File: src/rtl/blkx_pkg.sv
package blkx_pkg;
  localparam int WORD_W      = 32;
  localparam int PAGE_LSB    = 12;
  localparam int RGN_LSB     = 17;
  localparam int RGN_W       = WORD_W - RGN_LSB;
  localparam int PN_W        = WORD_W - PAGE_LSB;
  localparam int OFS_W       = RGN_LSB - PAGE_LSB;
  localparam int PP_W        = 2;
  // standard layout fields
  localparam int STD_LEN_LSB = 2;
  localparam int STD_LEN_W   = 11;
  localparam int STD_SUP_V   = 1;
  localparam int STD_USR_V   = 0;
  // alternate layout fields
  localparam int ALT_LEN_W   = 6;
  localparam int ALT_V_BIT   = 6;
  localparam int ALT_KEY_SUP = 3;
  localparam int ALT_KEY_USR = 2;

  typedef logic [WORD_W-1:0] word_t;

  typedef struct packed {
    logic ex;
    logic wr;
    logic rd;
  } perm_t;

  function automatic perm_t perm_plain(input logic [PP_W-1:0] code);
    perm_t p;
    p.ex = (code != 2'd0);
    p.rd = (code != 2'd0);
    p.wr = (code == 2'd2);
    return p;
  endfunction

  function automatic perm_t perm_keyed(input logic key, input logic [PP_W-1:0] code);
    perm_t p;
    p.ex = 1'b1;
    if (!key) begin
      p.rd = 1'b1;
      p.wr = (code != 2'd3);
    end else begin
      p.rd = (code != 2'd0);
      p.wr = (code == 2'd2);
    end
    return p;
  endfunction
endpackage

File: src/rtl/blkx_regs.sv
module blkx_regs
  import blkx_pkg::*;
#(
  parameter int NUM_ENT = 4,
  parameter int IDX_W   = 2
) (
  input  logic                           clk,
  input  logic                           rst_n,
  input  logic                           wr_en,
  input  logic                           wr_instr,
  input  logic [IDX_W-1:0]               wr_idx,
  input  logic                           wr_upper,
  input  logic [WORD_W-1:0]              wr_data,
  input  logic                           rd_instr,
  output logic [NUM_ENT-1:0][WORD_W-1:0] rd_up,
  output logic [NUM_ENT-1:0][WORD_W-1:0] rd_lo
);

  for (genvar e = 0; e < NUM_ENT; e++) begin : g_pair
    word_t iu_q, il_q, du_q, dl_q;
    logic  sel, ld_iu, ld_il, ld_du, ld_dl;

    always_comb begin
      sel   = wr_en && (wr_idx == IDX_W'(e));
      ld_iu = sel &&  wr_instr &&  wr_upper;
      ld_il = sel &&  wr_instr && !wr_upper;
      ld_du = sel && !wr_instr &&  wr_upper;
      ld_dl = sel && !wr_instr && !wr_upper;
    end

    always_ff @(posedge clk or negedge rst_n) begin
      if (!rst_n) begin
        iu_q <= '0;
        il_q <= '0;
        du_q <= '0;
        dl_q <= '0;
      end else begin
        if (ld_iu) iu_q <= wr_data;
        if (ld_il) il_q <= wr_data;
        if (ld_du) du_q <= wr_data;
        if (ld_dl) dl_q <= wr_data;
      end
    end

    assign rd_up[e] = rd_instr ? iu_q : du_q;
    assign rd_lo[e] = rd_instr ? il_q : dl_q;
  end

endmodule

File: src/rtl/blkx_entry.sv
module blkx_entry
  import blkx_pkg::*;
(
  input  logic [WORD_W-1:0] up_w,
  input  logic [WORD_W-1:0] lo_w,
  input  logic [WORD_W-1:0] ea,
  input  logic              user_mode,
  input  logic              alt_layout,
  output logic              match,
  output logic [PN_W-1:0]   pn,
  output perm_t             perm
);

  logic             valid;
  logic [RGN_W-1:0] len_open;
  logic [RGN_W-1:0] keep;
  logic [RGN_W-1:0] ea_rgn, up_rgn, lo_rgn;
  logic             key;

  always_comb begin
    ea_rgn = ea[WORD_W-1:RGN_LSB];
    up_rgn = up_w[WORD_W-1:RGN_LSB];
    lo_rgn = lo_w[WORD_W-1:RGN_LSB];
    if (alt_layout) begin
      valid    = lo_w[ALT_V_BIT];
      len_open = RGN_W'(lo_w[ALT_LEN_W-1:0]);
    end else begin
      valid    = user_mode ? up_w[STD_USR_V] : up_w[STD_SUP_V];
      len_open = RGN_W'(up_w[STD_LEN_LSB +: STD_LEN_W]);
    end
    keep  = ~len_open;
    match = valid && ((ea_rgn & keep) == up_rgn);
    pn    = {(lo_rgn & keep) | (ea_rgn & ~keep), ea[RGN_LSB-1:PAGE_LSB]};
    key   = user_mode ? up_w[ALT_KEY_USR] : up_w[ALT_KEY_SUP];
    perm  = alt_layout ? perm_keyed(key, up_w[PP_W-1:0]) : perm_plain(lo_w[PP_W-1:0]);
  end

endmodule

File: src/rtl/blkx_pick.sv
module blkx_pick
  import blkx_pkg::*;
#(
  parameter int NUM_ENT = 4
) (
  input  logic [NUM_ENT-1:0]           match_vec,
  input  logic [NUM_ENT-1:0][PN_W-1:0] pn_vec,
  input  logic [NUM_ENT-1:0][2:0]      perm_vec,
  output logic [NUM_ENT-1:0]           grant,
  output logic                         hit,
  output logic [PN_W-1:0]              pn,
  output logic [2:0]                   perm
);

  always_comb begin
    grant = match_vec & (~match_vec + NUM_ENT'(1));
    hit   = |match_vec;
    pn    = '0;
    perm  = '0;
    for (int e = 0; e < NUM_ENT; e++) begin
      if (grant[e]) begin
        pn   = pn | pn_vec[e];
        perm = perm | perm_vec[e];
      end
    end
  end

endmodule

File: src/rtl/blkx_match.sv
module blkx_match
  import blkx_pkg::*;
#(
  parameter int  NUM_ENT = 4,
  localparam int IDX_W   = (NUM_ENT > 1) ? $clog2(NUM_ENT) : 1
) (
  input  logic             clk,
  input  logic             rst_n,
  input  logic             wr_en,
  input  logic             wr_instr,
  input  logic [IDX_W-1:0] wr_idx,
  input  logic             wr_upper,
  input  logic [31:0]      wr_data,
  input  logic [31:0]      ea,
  input  logic             is_fetch,
  input  logic             user_mode,
  input  logic             alt_layout,
  output logic             hit,
  output logic [19:0]      real_addr,
  output logic [2:0]       prot
);

  logic [1:0] rst_sync_q;
  logic       rst_int_n;

  always_ff @(posedge clk or negedge rst_n) begin
    if (!rst_n) rst_sync_q <= 2'b00;
    else        rst_sync_q <= {rst_sync_q[0], 1'b1};
  end
  assign rst_int_n = rst_sync_q[1];

  logic [NUM_ENT-1:0][WORD_W-1:0] set_up, set_lo;
  logic [NUM_ENT-1:0]             match_vec, grant;
  logic [NUM_ENT-1:0][PN_W-1:0]   pn_vec;
  logic [NUM_ENT-1:0][2:0]        perm_vec;

  blkx_regs #(.NUM_ENT(NUM_ENT), .IDX_W(IDX_W)) u_regs (
    .clk      (clk),
    .rst_n    (rst_int_n),
    .wr_en    (wr_en),
    .wr_instr (wr_instr),
    .wr_idx   (wr_idx),
    .wr_upper (wr_upper),
    .wr_data  (wr_data),
    .rd_instr (is_fetch),
    .rd_up    (set_up),
    .rd_lo    (set_lo)
  );

  for (genvar e = 0; e < NUM_ENT; e++) begin : g_ent
    perm_t ent_perm;
    blkx_entry u_ent (
      .up_w       (set_up[e]),
      .lo_w       (set_lo[e]),
      .ea         (ea),
      .user_mode  (user_mode),
      .alt_layout (alt_layout),
      .match      (match_vec[e]),
      .pn         (pn_vec[e]),
      .perm       (ent_perm)
    );
    assign perm_vec[e] = ent_perm;
  end

  blkx_pick #(.NUM_ENT(NUM_ENT)) u_pick (
    .match_vec (match_vec),
    .pn_vec    (pn_vec),
    .perm_vec  (perm_vec),
    .grant     (grant),
    .hit       (hit),
    .pn        (real_addr),
    .perm      (prot)
  );

endmodule

File: config.mk
export PLATFORM = sky130hd
export DESIGN_NAME = blkx_match
export DESIGN_NICKNAME = d
export VERILOG_FILES = /design/src/rtl/blkx_pkg.sv /design/src/rtl/blkx_regs.sv /design/src/rtl/blkx_entry.sv /design/src/rtl/blkx_pick.sv /design/src/rtl/blkx_match.sv
export SDC_FILE = /design/constraint.sdc
export NUM_CORES = 1
export LEC_CHECK = 0
export BUFFER_PORTS_ARGS = -buffer_cell sky130_fd_sc_hd__buf_2
export CORE_UTILIZATION = 44
export DETAILED_ROUTE_END_ITERATION = 10
export PLACE_DENSITY = 0.58
export SLEW_MARGIN = 5
export SYNTH_ARGS = -nofsm -noshare
export SYNTH_HDL_FRONTEND = slang
export SYNTH_SLANG_ARGS = --single-unit
export TNS_END_PERCENT = 30
File: constraint.sdc
create_clock -name clk -period 19.75 [get_ports clk]
set_input_delay 0.9875 -clock clk [delete_from_list [all_inputs] [get_ports clk]]
set_output_delay 0.9875 -clock clk [all_outputs]
set_load 0.1 [all_outputs]
### Yosys cells after proc, flatten, opt, wreduce, memory -nomap -nowiden

Cells that the tools add are included.

| word-level totals | value |
|---|---|
| flip-flop bits (word level) | 514 |
| logic and storage cells | 153 |
| bits of input ports | 74 |
| output and inout bits | 24 |

| cells by class | value |
|---|---|
| add/sub/neg operators | 1 |
| bitwise gates (word level) | 32 |
| muxes and demuxes | 40 |
| equal/unequal tests | 19 |
| reduce and logical (&&, ||, !) cells | 44 |

Operator list:

| cell | count |
|---|---|
| 32-bit two-way mux | 8 |
| 15-bit AND | 12 |
| 20-bit two-way mux | 4 |
| 15-bit equality test | 4 |
| 11-bit inverter with 15-bit output | 4 |
| 15-bit inverter | 4 |
| 15-bit OR | 4 |
| 20-bit OR | 3 |
| 11-bit two-way mux | 4 |
| 1-bit logical AND | 32 |
| 3-bit two-way mux | 8 |
| 2-bit equality test, second input constant | 10 |
| 2-bit nonzero test | 8 |
| 1-bit two-way mux | 12 |
| 3-bit OR | 3 |
| 2-bit two-way mux | 4 |
| 2-bit inequality test, second input constant | 4 |
| 4-bit by 1-bit adder with 4-bit output, second input constant | 1 |
| 4-bit AND | 1 |
| 4-bit inverter | 1 |
| 4-bit OR reduction | 1 |
| 2-bit by 1-bit equality test with 1-bit output, second input constant | 1 |
| 1-bit zero test | 2 |
| 2-bit zero test | 1 |

### Longest topological paths before layout

| logic depth | value |
|---|---|
| depth after elaboration | 16 |
| depth in mapped cells | 16 |
| depth with buffers taken out | 7 |

### Modules after synthesis

Synthesis repeated with hierarchy kept, for this count alone.

| second synthesis, totals | value |
|---|---|
| cells, all modules | 1842 |
| area, all modules | 25311.8 um^2 |

Modules (own cells, without submodules):

| module | cells each | times used | sequential area each (um^2) | area an instance (um^2) |
|---|---|---|---|---|
| blkx_regs | 1417 | 1 | 12812.3 | 22074.9 |
| blkx_entry | 78 | 4 | 0.0 | 624.3 |
| blkx_pick | 110 | 1 | 0.0 | 685.7 |
| blkx_match | 3 | 1 | 50.0 | 53.8 |

### Worst setup path after synthesis

Ideal clock, no wire load.

| path | value |
|---|---|
| kind | input to output |
| from | in alt_layout |
| to | out prot[0] |
| data arrival time | 5.589 ns |
| data required time | 18.762 ns |
| buffers on the path | 4 |
| cell stages on the path | 11 |
| slack | 13.174 ns |
| path through | buf_2 buf_1 clkbuf_1 mux4_2 nor2_2 xnor2_1 nor4_2 nand4_1 or4_1 buf_6 o32ai_1 |

| on the way | value |
|---|---|
| word-level cells in the longest chain between the ends | 15 |
| elaborated cells between the ends (all ways) | 38 |
| classes of those cells | 1 x add/sub; 4 x eq/ne; 16 x mux; 13 x bitwise; 4 x reduce/logical |

Ends and longest elaborated chain:

| element | line | source |
|---|---|---|
| from (decl) | blkx_match.sv:17 | `input logic alt_layout,` |
| 11-bit two-way mux | blkx_entry.sv:24 | `if (alt_layout) begin` |
| 11-bit inverter with 15-bit output | blkx_entry.sv:31 | `keep = ~len_open;` |
| 15-bit AND | blkx_entry.sv:32 | `match = valid && ((ea_rgn & keep) == up_rgn);` |
| 15-bit equality test | blkx_entry.sv:32 |  |
| 1-bit logical AND | blkx_entry.sv:32 |  |
| 4-bit inverter | blkx_pick.sv:16 | `grant = match_vec & (~match_vec + NUM_ENT'(1));` |
| 4-bit by 1-bit adder with 4-bit output | blkx_pick.sv:16 |  |
| 4-bit AND | blkx_pick.sv:16 |  |
| 3-bit two-way mux | blkx_pick.sv:21 | `if (grant[e]) begin` |
| 3-bit OR | blkx_pick.sv:23 | `perm = perm \| perm_vec[e];` |
| 3-bit two-way mux | blkx_pick.sv:21 |  |
| 3-bit OR | blkx_pick.sv:23 |  |
| 3-bit two-way mux | blkx_pick.sv:21 |  |
| 3-bit OR | blkx_pick.sv:23 |  |
| 3-bit two-way mux * | blkx_pick.sv:21 |  |
| to (decl) | blkx_match.sv:20 | `output logic [2:0] prot` |

Every way passes the cells marked *; elsewhere a longest branch is shown, timed or not.

### Worst setup path after layout

| path | value |
|---|---|
| from | in is_fetch |
| to | out real_addr[16] |

| on the way | value |
|---|---|
| word-level cells in the longest chain between the ends | 16 |
| elaborated cells between the ends (all ways) | 54 |
| classes of those cells | 1 x add/sub; 4 x eq/ne; 24 x mux; 21 x bitwise; 4 x reduce/logical |

Ends and longest elaborated chain:

| element | line | source |
|---|---|---|
| from (decl) | blkx_match.sv:15 | `input logic is_fetch,` |
| 32-bit two-way mux (on tied branches) | blkx_regs.sv:45, blkx_regs.sv:46 |  |
| 11-bit two-way mux | blkx_entry.sv:24 |  |
| 11-bit inverter with 15-bit output | blkx_entry.sv:31 |  |
| 15-bit AND | blkx_entry.sv:32 |  |
| 15-bit equality test | blkx_entry.sv:32 |  |
| 1-bit logical AND | blkx_entry.sv:32 |  |
| 4-bit inverter | blkx_pick.sv:16 |  |
| 4-bit by 1-bit adder with 4-bit output | blkx_pick.sv:16 |  |
| 4-bit AND | blkx_pick.sv:16 |  |
| 20-bit two-way mux | blkx_pick.sv:21 |  |
| 20-bit OR | blkx_pick.sv:22 | `pn = pn \| pn_vec[e];` |
| 20-bit two-way mux | blkx_pick.sv:21 |  |
| 20-bit OR | blkx_pick.sv:22 |  |
| 20-bit two-way mux | blkx_pick.sv:21 |  |
| 20-bit OR | blkx_pick.sv:22 |  |
| 20-bit two-way mux * | blkx_pick.sv:21 |  |
| to (decl) | blkx_match.sv:19 | `output logic [19:0] real_addr,` |

Marked as above.

==> metrics <==
layout cells sized above 1 about two fifths; cell chain of the critical path buf_8 > buf_4 > buf_4 > mux2i_1 > o21ai_0 > xnor2_1 > o2111ai_4 > nor3_2 > or4_1 > buf_4 > o2111ai_1 > buf_2; Top Ports a little under 100; switching power approximately 680 uW; wire per inst between 20 and 30 um; Remaining DRCs 0; Peak VDD IR approximately 0.063 mV; Critical Path RT about 19 ns; sequential share of power between 40 and 50%; ys flop type dfrtp_1; DR vias approximately 13000; WL final approximately 55 mm; worst hold margin between 0.15 and 0.2 ns; Crit Path Class input pin to output port; GRT Overall Usage approximately a quarter; Placeable Area around 45000 um2; register area share after synthesis approximately half; vias in the first global route approximately 13000; drt first pass iters 5; Max Freq approximately 120 MHz; clock buffer depth 3; CP startpoint kind input pin; crit path DAT between 7 and 8 ns; pwr dens 110 nW/um2; Ys Warns 0; DIE WIDTH around 220 um; RSZ-0062 raised after global routing no; Critical-path top delay cell nor3_2; H-tree depth 2; clock share of power between 30% and 40%; DR iter-0 viols approximately 780; combinational power share 20.0%; Post-synth ARST share 100%; LEAKAGE about 0.0098 uW; hold buffer count at CTS 0; Post-CTS Setup Bufs 0; CP top delay family buffers and inverters; CTS tree done; most instantiated cells after synthesis mux2_2 (415), dfrtp_1 (402), mux2i_1 (152), nor2_1 (60); clk root buf clkbuf_16; Switching Share 27.6%; Post-Synthesis Net Count between 1500 and 2000; final setup vio count 0; post-synth top area share between 50% and 60%; Worst-Skew Late Latency between 0.5 and 0.6 ns; wire length of the first global-routing pass between 80 and 90 mm; max-cap viol count 0; Avg Vias per Cell 5.79; Critical path buffers and inverters 5; post-CTS sizing 0; remaining global-route overflow 0; clock skew just over 0.007 ns; Pins Over Slew Limit 0; Fin. Hold Viols 0; main area contributors after synthesis dfrtp_1 (50%), mux2_2 (23%), mux2i_1 (7.6%), mux4_2 (1.9%), o21ai_0 (1.4%); Layout area overhead 11.8%; Worst-Margin Slew 1.17 ns; setup TNS 0 ns; flops & latches, synth about 400; most common cell in the netlist mux2_2; Hold Crit Class input pin to asynchronous set/reset pin; Post-synth EDFFs 0; final period utilization around two fifths; row count a little under 80; clk slew on worst S/H paths roughly 0.05 ns; CP max stage delay 0.89 ns; cell count after synthesis approximately 1500; largest net degree at the start of global routing between 80 and 90; routability-driven placement congestion ratio ~0.79; fin crit period about 8.1 ns; CTS Sinks around 400; Die Y 216 um; initial antenna violation count 4; area leader, netlist dfrtp_1; synth unique cells 66; critical-path maximum fanout 61; Rel. slew slack between 20 and 25%; area of the die 46400 um2; status complete, no violations; # nets final roughly 1600; synthesized area between 20000 and 25000 um2; TritonCTS Buffers between 40 and 50; Pint 1790 uW; crit path capture type output port; Initial Util between 40% and 50%; most frequent CP cell buf_4; post-synthesis area per instance 13.2 um2; DPL Wire Length ~34 mm; final antenna-violating net count 0; port buffer count between 80 and 90
[cell families after synthesis]
group,share of synthesized area [%]
buffers and inverters,3.31
AO/OA/AOI/OAI,5.15
flip-flops,50.1
multiplexers,34.1
XOR/XNOR,1.92
other,0.0187
AND/OR/NAND/NOR,5.36
[cells in the final DEF, fill, tap and decap left out, drive strengths merged, types with 27 or more instances in the layout]
cell type / synthesis / layout
a21oi: 27 / 27
buf: 51 / 110
clkbuf: 55 / 60
dfrtp: 402 / 402
mux2: 415 / 415
mux2i: 152 / 152
mux4: 27 / 27
nand2: 38 / 38
nor2: 62 / 62
o21ai: 56 / 56
xnor2: 28 / 28
[worst paths after layout]
check                                         from                                     to  slack, ns  cells past startpoint
max in group asynchronous  rst_sync_q[1]$_DFF_PN0_   u_regs.g_pair[1].iu_q[8]$_DFFE_PN0P_      16.98                      2
setup / recovery                          is_fetch                          real_addr[16]      11.69                     12
hold reg to reg            rst_sync_q[1]$_DFF_PN0_  u_regs.g_pair[0].dl_q[28]$_DFFE_PN0P_       0.35                      0
min in group clk           rst_sync_q[0]$_DFF_PN0_                rst_sync_q[1]$_DFF_PN0_       0.35                      0
setup reg to reg           rst_sync_q[1]$_DFF_PN0_   u_regs.g_pair[1].iu_q[8]$_DFFE_PN0P_      16.98                      2
hold / removal                               rst_n                rst_sync_q[1]$_DFF_PN0_       0.19                      1
[through the flow]
| stage | cells | utilization (%) | instance area [um2] | total power [uW] | worst slack [ns] |
|---|---|---|---|---|---|
| global placement | 2109 | 46.9 | 20900 | 1600 | 11.68 |
| floorplan | 1514 | - | 20100 | 1480 | 7.72 |
| CTS | 2186 | 50.3 | 22400 | 2490 | 11.68 |
| detailed placement | 2109 | 46.9 | 20900 | 1630 | 11.72 |
| global route | 2188 | 50.3 | 22400 | 2600 | 11.46 |
| finish | 2189 | 50.3 | 22400 | 2470 | 11.69 |
[cell type report]
type                            instances  area, um2
Tap cell                              592        741
Clock buffer                           60       1270
Clock inverter                         17        221
Multi-Input combinational cell        995       9450
Fill cell                            3874      22200
Sequential cell                       402      10100
Antenna cell                            3       7.51
Timing Repair Buffer                  110        636
Inverter                               10       37.5
[power groups by stage]
stage	sequential (uW)	clock, uW	combinational [uW]
2_1_floorplan	1110	0	372
3_3_place_gp	1120	0	483
3_5_place_dp	1130	0	496
4_1_cts	1120	879	498
5_1_grt	1140	912	540
6_report	1120	859	494
[metal layers]
| metal | part of all wire, % | GRT usage (%) | routed length (um) | vias up |
|---|---|---|---|---|
| met3 | 4.1 | 3.64 | 2260 | 93 |
| met2 | 46 | 37.9 | 25600 | 245 |
| met4 | 3.0 | 8.77 | 1640 | 0 |
| met5 | 0 | 0 | 0 | - |
| li1 | - | - | - | 5666 |
| met1 | 47 | 35.3 | 25800 | 6663 |
[sequential cells by signal, indices dropped and copies added, names as in the netlist]
signal and flops:
u_regs.g_pair.du_q 112, rst_sync_q 2, u_regs.g_pair.il_q 88, u_regs.g_pair.dl_q 88, u_regs.g_pair.iu_q 112
Power figures use the tool's default switching activity.
